$ cat src/rtl/mcx_pkg.sv
// Package: shared state, opcode-class and control-word types for the
// multi-cycle sequencer. Assumes a single clock domain.
package mcx_pkg;

    typedef enum logic [3:0] {
        ST_FETCH,
        ST_DECODE,
        ST_MEM_ADDR,
        ST_MEM_RD,
        ST_LOAD_WB,
        ST_MEM_WR,
        ST_R_EXEC,
        ST_R_WB,
        ST_ORI_EXEC,
        ST_ORI_WB,
        ST_BEQ,
        ST_JUMP,
        ST_TRAP_RI,
        ST_TRAP_OVF
    } state_e;

    typedef enum logic [2:0] {
        CLS_LOAD,
        CLS_STORE,
        CLS_RTYPE,
        CLS_JUMP,
        CLS_BEQ,
        CLS_ORI,
        CLS_BAD
    } opclass_e;

    localparam logic [1:0] PCS_ALU     = 2'd0;
    localparam logic [1:0] PCS_BRANCH  = 2'd1;
    localparam logic [1:0] PCS_JUMP    = 2'd2;
    localparam logic [1:0] PCS_HANDLER = 2'd3;

    localparam logic [1:0] ALU_ADD   = 2'd0;
    localparam logic [1:0] ALU_SUB   = 2'd1;
    localparam logic [1:0] ALU_FUNCT = 2'd2;
    localparam logic [1:0] ALU_ORZ   = 2'd3;

    localparam logic [1:0] SRCB_REG  = 2'd0;
    localparam logic [1:0] SRCB_FOUR = 2'd1;
    localparam logic [1:0] SRCB_SEXT = 2'd2;
    localparam logic [1:0] SRCB_ZEXT = 2'd3;

    typedef struct packed {
        logic       ir_we;
        logic       mem_re;
        logic       mem_we;
        logic       mem_addr_sel;
        logic       ab_we;
        logic       alu_a_sel;
        logic [1:0] alu_b_sel;
        logic [1:0] alu_op;
        logic       pc_we;
        logic [1:0] pc_src;
        logic       rf_we;
        logic       rf_dst_sel;
        logic       rf_wsrc_sel;
        logic       epc_we;
        logic       cause_we;
    } ctrl_t;

endpackage

$ cat src/rtl/mcx_opclass.sv
// Opcode classifier: maps the raw opcode onto one of the supported
// instruction kinds, or CLS_BAD. Assumes the opcode values are distinct.
module mcx_opclass
    import mcx_pkg::*;
#(
    parameter int          OPW      = 6,
    parameter logic [OPW-1:0] OP_LOAD  = 6'h23,
    parameter logic [OPW-1:0] OP_STORE = 6'h2B,
    parameter logic [OPW-1:0] OP_RTYPE = 6'h00,
    parameter logic [OPW-1:0] OP_JUMP  = 6'h02,
    parameter logic [OPW-1:0] OP_BEQ   = 6'h04,
    parameter logic [OPW-1:0] OP_ORI   = 6'h0D
) (
    input  logic [OPW-1:0] opcode,
    output opclass_e       cls
);

    // Compare the opcode against each supported value.
    always_comb begin
        cls = CLS_BAD;
        if      (opcode == OP_LOAD)  cls = CLS_LOAD;
        else if (opcode == OP_STORE) cls = CLS_STORE;
        else if (opcode == OP_RTYPE) cls = CLS_RTYPE;
        else if (opcode == OP_JUMP)  cls = CLS_JUMP;
        else if (opcode == OP_BEQ)   cls = CLS_BEQ;
        else if (opcode == OP_ORI)   cls = CLS_ORI;
    end

endmodule

$ cat src/rtl/mcx_next.sv
// Next-state logic of the sequencer. Assumes the opcode class is valid
// in decode and the overflow flag is valid in register-register execute.
module mcx_next
    import mcx_pkg::*;
(
    input  state_e   state,
    input  opclass_e cls,
    input  logic     alu_ovf,
    output state_e   nxt
);

    // Choose the successor of the current state.
    always_comb begin
        nxt = ST_FETCH;
        case (state)
            ST_FETCH:    nxt = ST_DECODE;
            ST_DECODE: begin
                case (cls)
                    CLS_LOAD,
                    CLS_STORE: nxt = ST_MEM_ADDR;
                    CLS_RTYPE: nxt = ST_R_EXEC;
                    CLS_ORI:   nxt = ST_ORI_EXEC;
                    CLS_BEQ:   nxt = ST_BEQ;
                    CLS_JUMP:  nxt = ST_JUMP;
                    default:   nxt = ST_TRAP_RI;
                endcase
            end
            ST_MEM_ADDR: nxt = (cls == CLS_LOAD) ? ST_MEM_RD : ST_MEM_WR;
            ST_MEM_RD:   nxt = ST_LOAD_WB;
            ST_R_EXEC:   nxt = alu_ovf ? ST_TRAP_OVF : ST_R_WB;
            ST_ORI_EXEC: nxt = ST_ORI_WB;
            default:     nxt = ST_FETCH;
        endcase
    end

endmodule

$ cat src/rtl/mcx_outs.sv
// Control-word decoder: drives the datapath controls for the current
// state. Assumes alu_equal reflects the subtraction done in ST_BEQ.
module mcx_outs
    import mcx_pkg::*;
#(
    parameter int CAUSE_W   = 5,
    parameter int CAUSE_RI  = 10,
    parameter int CAUSE_OVF = 12
) (
    input  logic               clk,
    input  logic               rst_n,
    input  state_e             state,
    input  logic               alu_equal,
    output ctrl_t              ctrl,
    output logic [CAUSE_W-1:0] cause_code
);

    // Build the control word of the current state.
    always_comb begin
        ctrl = '0;
        case (state)
            ST_FETCH: begin
                ctrl.ir_we     = 1'b1;
                ctrl.mem_re    = 1'b1;
                ctrl.alu_b_sel = SRCB_FOUR;
                ctrl.alu_op    = ALU_ADD;
                ctrl.pc_we     = 1'b1;
                ctrl.pc_src    = PCS_ALU;
            end
            ST_DECODE:   ctrl.ab_we = 1'b1;
            ST_MEM_ADDR: begin
                ctrl.alu_a_sel = 1'b1;
                ctrl.alu_b_sel = SRCB_SEXT;
                ctrl.alu_op    = ALU_ADD;
            end
            ST_MEM_RD: begin
                ctrl.mem_re       = 1'b1;
                ctrl.mem_addr_sel = 1'b1;
            end
            ST_LOAD_WB: begin
                ctrl.rf_we       = 1'b1;
                ctrl.rf_wsrc_sel = 1'b1;
            end
            ST_MEM_WR: begin
                ctrl.mem_we       = 1'b1;
                ctrl.mem_addr_sel = 1'b1;
            end
            ST_R_EXEC: begin
                ctrl.alu_a_sel = 1'b1;
                ctrl.alu_b_sel = SRCB_REG;
                ctrl.alu_op    = ALU_FUNCT;
            end
            ST_R_WB: begin
                ctrl.rf_we      = 1'b1;
                ctrl.rf_dst_sel = 1'b1;
            end
            ST_ORI_EXEC: begin
                ctrl.alu_a_sel = 1'b1;
                ctrl.alu_b_sel = SRCB_ZEXT;
                ctrl.alu_op    = ALU_ORZ;
            end
            ST_ORI_WB:   ctrl.rf_we = 1'b1;
            ST_BEQ: begin
                ctrl.alu_a_sel = 1'b1;
                ctrl.alu_b_sel = SRCB_REG;
                ctrl.alu_op    = ALU_SUB;
                ctrl.pc_we     = alu_equal;
                ctrl.pc_src    = PCS_BRANCH;
            end
            ST_JUMP: begin
                ctrl.pc_we  = 1'b1;
                ctrl.pc_src = PCS_JUMP;
            end
            ST_TRAP_RI,
            ST_TRAP_OVF: begin
                ctrl.epc_we   = 1'b1;
                ctrl.cause_we = 1'b1;
                ctrl.pc_we    = 1'b1;
                ctrl.pc_src   = PCS_HANDLER;
            end
            default: ctrl = '0;
        endcase
    end

    // Select the cause value for the trap state in progress.
    always_comb begin
        cause_code = '0;
        if (state == ST_TRAP_RI)  cause_code = CAUSE_W'(CAUSE_RI);
        if (state == ST_TRAP_OVF) cause_code = CAUSE_W'(CAUSE_OVF);
    end

    AST_SINGLE_WRITER: assert property (@(posedge clk) disable iff (!rst_n)
        $onehot0({ctrl.rf_we, ctrl.mem_we, ctrl.epc_we}));

    AST_BRANCH_ON_EQUAL: assert property (@(posedge clk) disable iff (!rst_n)
        (ctrl.pc_we && ctrl.pc_src == PCS_BRANCH) |-> alu_equal);

endmodule

$ cat src/rtl/mc_exc_ctrl.sv
// Top of the multi-cycle sequencer with reserved-opcode and overflow
// traps. Holds the state register; opcode is the instruction register
// field and is stable from decode to the end of the instruction.
module mc_exc_ctrl
    import mcx_pkg::*;
#(
    parameter int OPW       = 6,
    parameter int CAUSE_W   = 5,
    parameter int CAUSE_RI  = 10,
    parameter int CAUSE_OVF = 12
) (
    input  logic               clk,
    input  logic               rst_n,
    input  logic [OPW-1:0]     opcode,
    input  logic               alu_equal,
    input  logic               alu_ovf,
    output logic               ir_we,
    output logic               mem_re,
    output logic               mem_we,
    output logic               mem_addr_sel,
    output logic               ab_we,
    output logic               alu_a_sel,
    output logic [1:0]         alu_b_sel,
    output logic [1:0]         alu_op,
    output logic               pc_we,
    output logic [1:0]         pc_src,
    output logic               rf_we,
    output logic               rf_dst_sel,
    output logic               rf_wsrc_sel,
    output logic               epc_we,
    output logic               cause_we,
    output logic [CAUSE_W-1:0] cause_code
);

    state_e   state_q;
    state_e   state_d;
    opclass_e cls;
    ctrl_t    ctrl;

    mcx_opclass #(.OPW(OPW)) u_cls (
        .opcode (opcode),
        .cls    (cls)
    );

    mcx_next u_next (
        .state   (state_q),
        .cls     (cls),
        .alu_ovf (alu_ovf),
        .nxt     (state_d)
    );

    mcx_outs #(
        .CAUSE_W   (CAUSE_W),
        .CAUSE_RI  (CAUSE_RI),
        .CAUSE_OVF (CAUSE_OVF)
    ) u_outs (
        .clk        (clk),
        .rst_n      (rst_n),
        .state      (state_q),
        .alu_equal  (alu_equal),
        .ctrl       (ctrl),
        .cause_code (cause_code)
    );

    // State register with synchronous active-low reset to fetch.
    always_ff @(posedge clk) begin
        if (!rst_n) state_q <= ST_FETCH;
        else        state_q <= state_d;
    end

    // Spread the control word onto the output ports.
    always_comb begin
        ir_we        = ctrl.ir_we;
        mem_re       = ctrl.mem_re;
        mem_we       = ctrl.mem_we;
        mem_addr_sel = ctrl.mem_addr_sel;
        ab_we        = ctrl.ab_we;
        alu_a_sel    = ctrl.alu_a_sel;
        alu_b_sel    = ctrl.alu_b_sel;
        alu_op       = ctrl.alu_op;
        pc_we        = ctrl.pc_we;
        pc_src       = ctrl.pc_src;
        rf_we        = ctrl.rf_we;
        rf_dst_sel   = ctrl.rf_dst_sel;
        rf_wsrc_sel  = ctrl.rf_wsrc_sel;
        epc_we       = ctrl.epc_we;
        cause_we     = ctrl.cause_we;
    end

    AST_FETCH_THEN_DECODE: assert property (@(posedge clk) disable iff (!rst_n)
        ir_we |=> ab_we);

    AST_BAD_OPCODE_TRAPS: assert property (@(posedge clk) disable iff (!rst_n)
        (ab_we && cls == CLS_BAD) |=> (cause_we && cause_code == CAUSE_W'(CAUSE_RI)));

    AST_OVERFLOW_TRAPS: assert property (@(posedge clk) disable iff (!rst_n)
        (state_q == ST_R_EXEC && alu_ovf) |=>
        (epc_we && !rf_we && cause_code == CAUSE_W'(CAUSE_OVF)));

    AST_TRAP_THEN_FETCH: assert property (@(posedge clk) disable iff (!rst_n)
        epc_we |=> (ir_we && !mem_addr_sel));

    AST_TRAP_TO_HANDLER: assert property (@(posedge clk) disable iff (!rst_n)
        epc_we |-> (pc_we && pc_src == PCS_HANDLER));

endmodule

$ cat config.mk
export PLATFORM = sky130hd
export DESIGN_NAME = mc_exc_ctrl
export DESIGN_NICKNAME = d
export VERILOG_FILES = /design/src/rtl/mcx_pkg.sv /design/src/rtl/mcx_opclass.sv /design/src/rtl/mcx_next.sv /design/src/rtl/mcx_outs.sv /design/src/rtl/mc_exc_ctrl.sv
export SDC_FILE = /design/constraint.sdc
export NUM_CORES = 1
export LEC_CHECK = 0
export ABC_AREA = 1
export CORE_AREA = 2 2 39 41
export CTS_CLUSTER_DIAMETER = 150
export DETAILED_ROUTE_END_ITERATION = 8
export DIE_AREA = 0 0 41 43
export DONT_BUFFER_PORTS = 1
export PLACE_DENSITY = 0.54
export RECOVER_POWER = 25
export SLEW_MARGIN = 20
export SYNTH_ARGS = -nofsm -noshare
export SYNTH_HDL_FRONTEND = slang
export SYNTH_SLANG_ARGS = --single-unit
$ cat constraint.sdc
create_clock -name clk -period 2.4 [get_ports clk]
set_input_delay 0.36 -clock clk [delete_from_list [all_inputs] [get_ports clk]]
set_output_delay 0.36 -clock clk [all_outputs]
set_load 0.1 [all_outputs]
* Yosys cells after proc, flatten, opt, wreduce, memory -nomap -nowiden *
Cells that the tools add are included.

word-level totals
  bits in registers = 4
  latch bits = 0
  RAM bits = 0
  bits in read-only memories = 0
  input port bits = 10
  output and inout port bits = 23
  memories = 0

operators by class
  add/sub/neg operators = 0
  multiply operators = 0
  div/mod/pow operators = 0
  order comparisons = 0
  equal/unequal tests = 23
  shift operators = 0
  muxes and demuxes = 24
  bitwise operators = 0
  reduce and logical (&&, ||, !) cells = 9

operators with widths
  operator                                        number
  case mux 4 bit (5 select lines)                 2
  == test 4 bit (second input constant)           6
  case mux 4 bit (6 select lines)                 1
  2-to-1 mux 3 bit                                6
  == test 4 x 3 -> 1 bit (second input constant)  4
  == test 6 bit (second input constant)           2
  2-to-1 mux 4 bit                                3
  case mux 3 bit (4 select lines)                 1
  2-to-1 mux 1 bit                                9
  == test 4 x 2 -> 1 bit (second input constant)  2
  OR reduction 2 bit                              4
  == test 3 x 2 -> 1 bit (second input constant)  2
  == test 3 bit (second input constant)           2
  == test 6 x 2 -> 1 bit (second input constant)  1
  == test 6 x 3 -> 1 bit (second input constant)  1
  == test 6 x 4 -> 1 bit (second input constant)  1
  zero test 6 bit                                 1
  == test 4 x 1 -> 1 bit (second input constant)  1
  zero test 4 bit                                 1
  2-to-1 mux 2 bit                                2
  OR reduction 4 bit                              1
  == test 3 x 1 -> 1 bit (second input constant)  1
  zero test 3 bit                                 1
  OR reduction 3 bit                              1

* Depth between registers and ports, before layout *
  depth after elaboration = 11
  mapped depth = 7
  depth with buffers taken out = 7

* Modules after synthesis *
Synthesis repeated with hierarchy kept, for this count alone.

unflattened totals
  cells, all modules = 132
  area, all modules = 673.1 um2

by module, submodules not included
  module       times used  cells an instance  area each (um2)  seq. area each (um2)
  mcx_outs     1           53                 270.3            0.0
  mcx_next     1           42                 185.2            0.0
  mc_exc_ctrl  1           12                 110.1            80.1
  mcx_opclass  1           25                 107.6            0.0

* Worst setup path before layout *
OpenSTA, ideal clock, no wires.

  path type = register -> output
  start = register state_q[3]
  end = output cause_code[1]
  arrival = 4.285 ns
  required time = 2.040 ns
  slack = -2.245 ns
  stages on the path, launching flop included = 5
  path buffers = 0
  path through = dfxtp_1 inv_1 nor3_1 inv_1 nor2_1

on the way
  cells in the longest elaborated chain, start to end = 3
  elaborated cells on any way between the ends = 4

ends and longest elaborated chain
  item                      line               source
  start: declaration        mc_exc_ctrl.sv:35  state_e state_q;
  start signal: assignment  mc_exc_ctrl.sv:68  else state_q <= state_d;
  == test 4 bit             mcx_outs.sv:88     if (state == ST_TRAP_RI) cause_code = CAUSE_W'(CAUSE_RI);
  2-to-1 mux 4 bit          mcx_outs.sv:88
  2-to-1 mux 4 bit (*)      mcx_outs.sv:89     if (state == ST_TRAP_OVF) cause_code = CAUSE_W'(CAUSE_OVF);
  end: declaration          mc_exc_ctrl.sv:32  output logic [CAUSE_W-1:0] cause_code

Mark *: on every way between the ends. The rest lies on a longest branch, timed or not.

* Worst setup path after layout *
  start = register state_q[2]
  end = output cause_code[3]

The elaborated chain is that of the path after synthesis.

==> flow_metrics.env <==
export IMPL_status="completed"
export IMPL_nets=135
export IMPL_cts_tree="yes"
export IMPL_ys_seq_area_share_pct=15.9
export IMPL_start_kind="flip-flop"
export IMPL_hp_start="alu_ovf"
export IMPL_vdd_drop_max_mv=0.635
export IMPL_layout_common_cells="inv_1 (21), nor2_1 (20), nand2_1 (20), buf_4 (10), nand3_1 (8)"
export IMPL_postRouteAntennaNets=0
export IMPL_area_delta_synth_final_pct=66.9
export IMPL_stdcell_area_um2=840
export IMPL_path_max_fanout=4
export IMPL_cts_root_buf="clkbuf_4"
export IMPL_leakagePower_nw=0.447
export IMPL_synthCells=102
export IMPL_hold_viol_final=0
export IMPL_start_util_pct=36.3
export IMPL_grt_start_max_net_pins=7
export IMPL_drv_slew=0
export IMPL_syn_area_um2=503
export IMPL_max_freq_ghz=0.469
export IMPL_drc=0
export IMPL_cts_resized=0
export IMPL_drive_gt1_share_pct=33.3
export IMPL_clock_latency_ns=0.25
export IMPL_fillers=143
export IMPL_pre_cts_ws_ns=0.688
export IMPL_r2r_start="state_q[0]"
export IMPL_diodes=0
export IMPL_r2r_slack_ns=0.62
export IMPL_grt_overflow_total=0
export IMPL_dieArea_um2=1760
export IMPL_drt_pass1_iter_count=4
export IMPL_row_count=14
export IMPL_crit_path_start="state_q[2]"
export IMPL_crit_arrival_ns=1.77
export IMPL_final_setup_skew_ns=0.00918
export IMPL_slew_headroom_pct=59.1
export IMPL_hpwl_mm=1.19
export IMPL_path_clk_slew_ns=0.04
export IMPL_cts_made_buffers=3
export IMPL_cts_buffer_depth=2
export IMPL_grt_pass1_vias=600
export IMPL_min_delay_worst_endpoint="state_q[3]"
export IMPL_track_usage_pct=19.1
export IMPL_hold_depth=2
export IMPL_die_x_um=41
export IMPL_viasPerCell=4.56
export IMPL_fin_ws_ns=0.268
export IMPL_hold_path_class="in -> reg"
export IMPL_fin_crit_ns=2.13
export IMPL_power_density_nw_per_um2=1420
export IMPL_vias=634
export IMPL_numPortBuffers=0
export IMPL_period_share_pct=88.8
export IMPL_dpl_cell_area_um2=827
export IMPL_top_regs="state_q x4"
export IMPL_worst_r2r_path_depth=7
export IMPL_layout_commonest_cell="inv_1"
export IMPL_wl_per_cell_um=9.68
export IMPL_grt_pass1_wl_mm=2.33
export IMPL_avgSynthCellArea_um2=4.93
export IMPL_antenna_found_initial=0
export IMPL_hold_slack_ns=0.288
export IMPL_cts_sinks=4
export IMPL_yosys_warnings=0
export IMPL_postCtsSetupBuffers=0
export IMPL_crit_required_ns=2.04
export IMPL_setup_viol=0
export IMPL_r2r_end="state_q[2]"
export IMPL_critical_path_class="reg -> out"
export IMPL_die_h_um=43
export IMPL_largest_register_ffs=4
export IMPL_htree_levels=1
export IMPL_max_cap_violations=0
export IMPL_yosysUniqueCellTypes=15
export IMPL_drt_iter0_drc=6
export IMPL_gp_routability_congestion=0.792
export IMPL_synth_seq_cells=4
export IMPL_hold_buffers=0
export IMPL_ioPinCount=33
export IMPL_core_um2=1380
export IMPL_wl_mm=1.35
export IMPL_cp_end_kind="output pin"
export IMPL_rsz0062_at_grt="no"
export IMPL_worst_pin_slew_ns=0.616
export IMPL_regMostFlops="state_q"
==> power breakdown <==
part | switching [mW] | internal, mW | leakage [nW] | total [mW]
clock network | 0.0340 | 0.0564 | 0.0138 | 0.0904
registers | 0.0210 | 0.0820 | 0.0329 | 0.103
logic | 0.784 | 0.218 | 0.400 | 1.00
==> stage by stage <==
stage	setup TNS [ns]	util (%)	total power, mW	std cells
6_report	0	60.7	1.20	139
5_1_grt	0	60.7	1.25	139
4_1_cts	0	61.4	1.21	139
3_5_place_dp	0	59.8	1.12	136
3_3_place_gp	0	59.8	1.12	136
2_1_floorplan	-0.277	-	0.886	103
==> routing by layer <==
metal	wire [um]	track usage (%)
met5	0	0
met4	0	4.00
met3	97	7.85
met2	701	30.9
met1	547	22.5
==> cell families (layout without fill, tap and decap cells) <==
group | count (synthesis) | count (layout) | share of synthesized area (%)
DFF | 4 | 4 | 15.9
and+or+nand+nor | 62 | 62 | 52.0
buffers and inverters | 27 | 47 | 23.1
AOI/OAI and AO/OA | 8 | 8 | 8.21
other | 1 | 2 | 0.746
==> cell usage after synthesis, drive strengths merged <==
master | n | area [um^2]
a31oi | 1 | 6.26
nand3b | 1 | 7.51
nor3 | 1 | 5.00
conb | 1 | 3.75
buf | 4 | 30.0
inv | 23 | 86.3
nand3 | 9 | 45.0
nor2 | 29 | 119
o21ai | 2 | 10.0
a21oi | 5 | 25.0
nand2 | 22 | 85.1
dfxtp | 4 | 80.1
==> layout make-up <==
cell class / instances / area, um^2 / share of cell area, %
clock buffers: 3 / 22.5 / 2.68
inverters: 23 / 90.1 / 10.7
multi-input cells: 72 / 369 / 44.0
flip-flops and latches: 4 / 80.1 / 9.54
well taps: 16 / 20.0 / 2.38
repair buffers: 21 / 258 / 30.7
==> worst max path at each step <==
stage,to,depth (start not counted),slack [ns]
global route,cause_code[3],4,0.19
floorplan,cause_code[1],4,-0.28
finish,cause_code[3],4,0.27
detailed placement,alu_a_sel,8,0.69
global placement,alu_a_sel,8,0.68
CTS,alu_a_sel,8,0.41
==> critical path: stages (launching register included) <==
cell and delay [ns]:
dfxtp_1 0.39, inv_1 0.11, nor3_4 0.23, clkbuf_2 0.55, buf_16 0.24
Note: power is estimated with default switching activity, not from simulation.
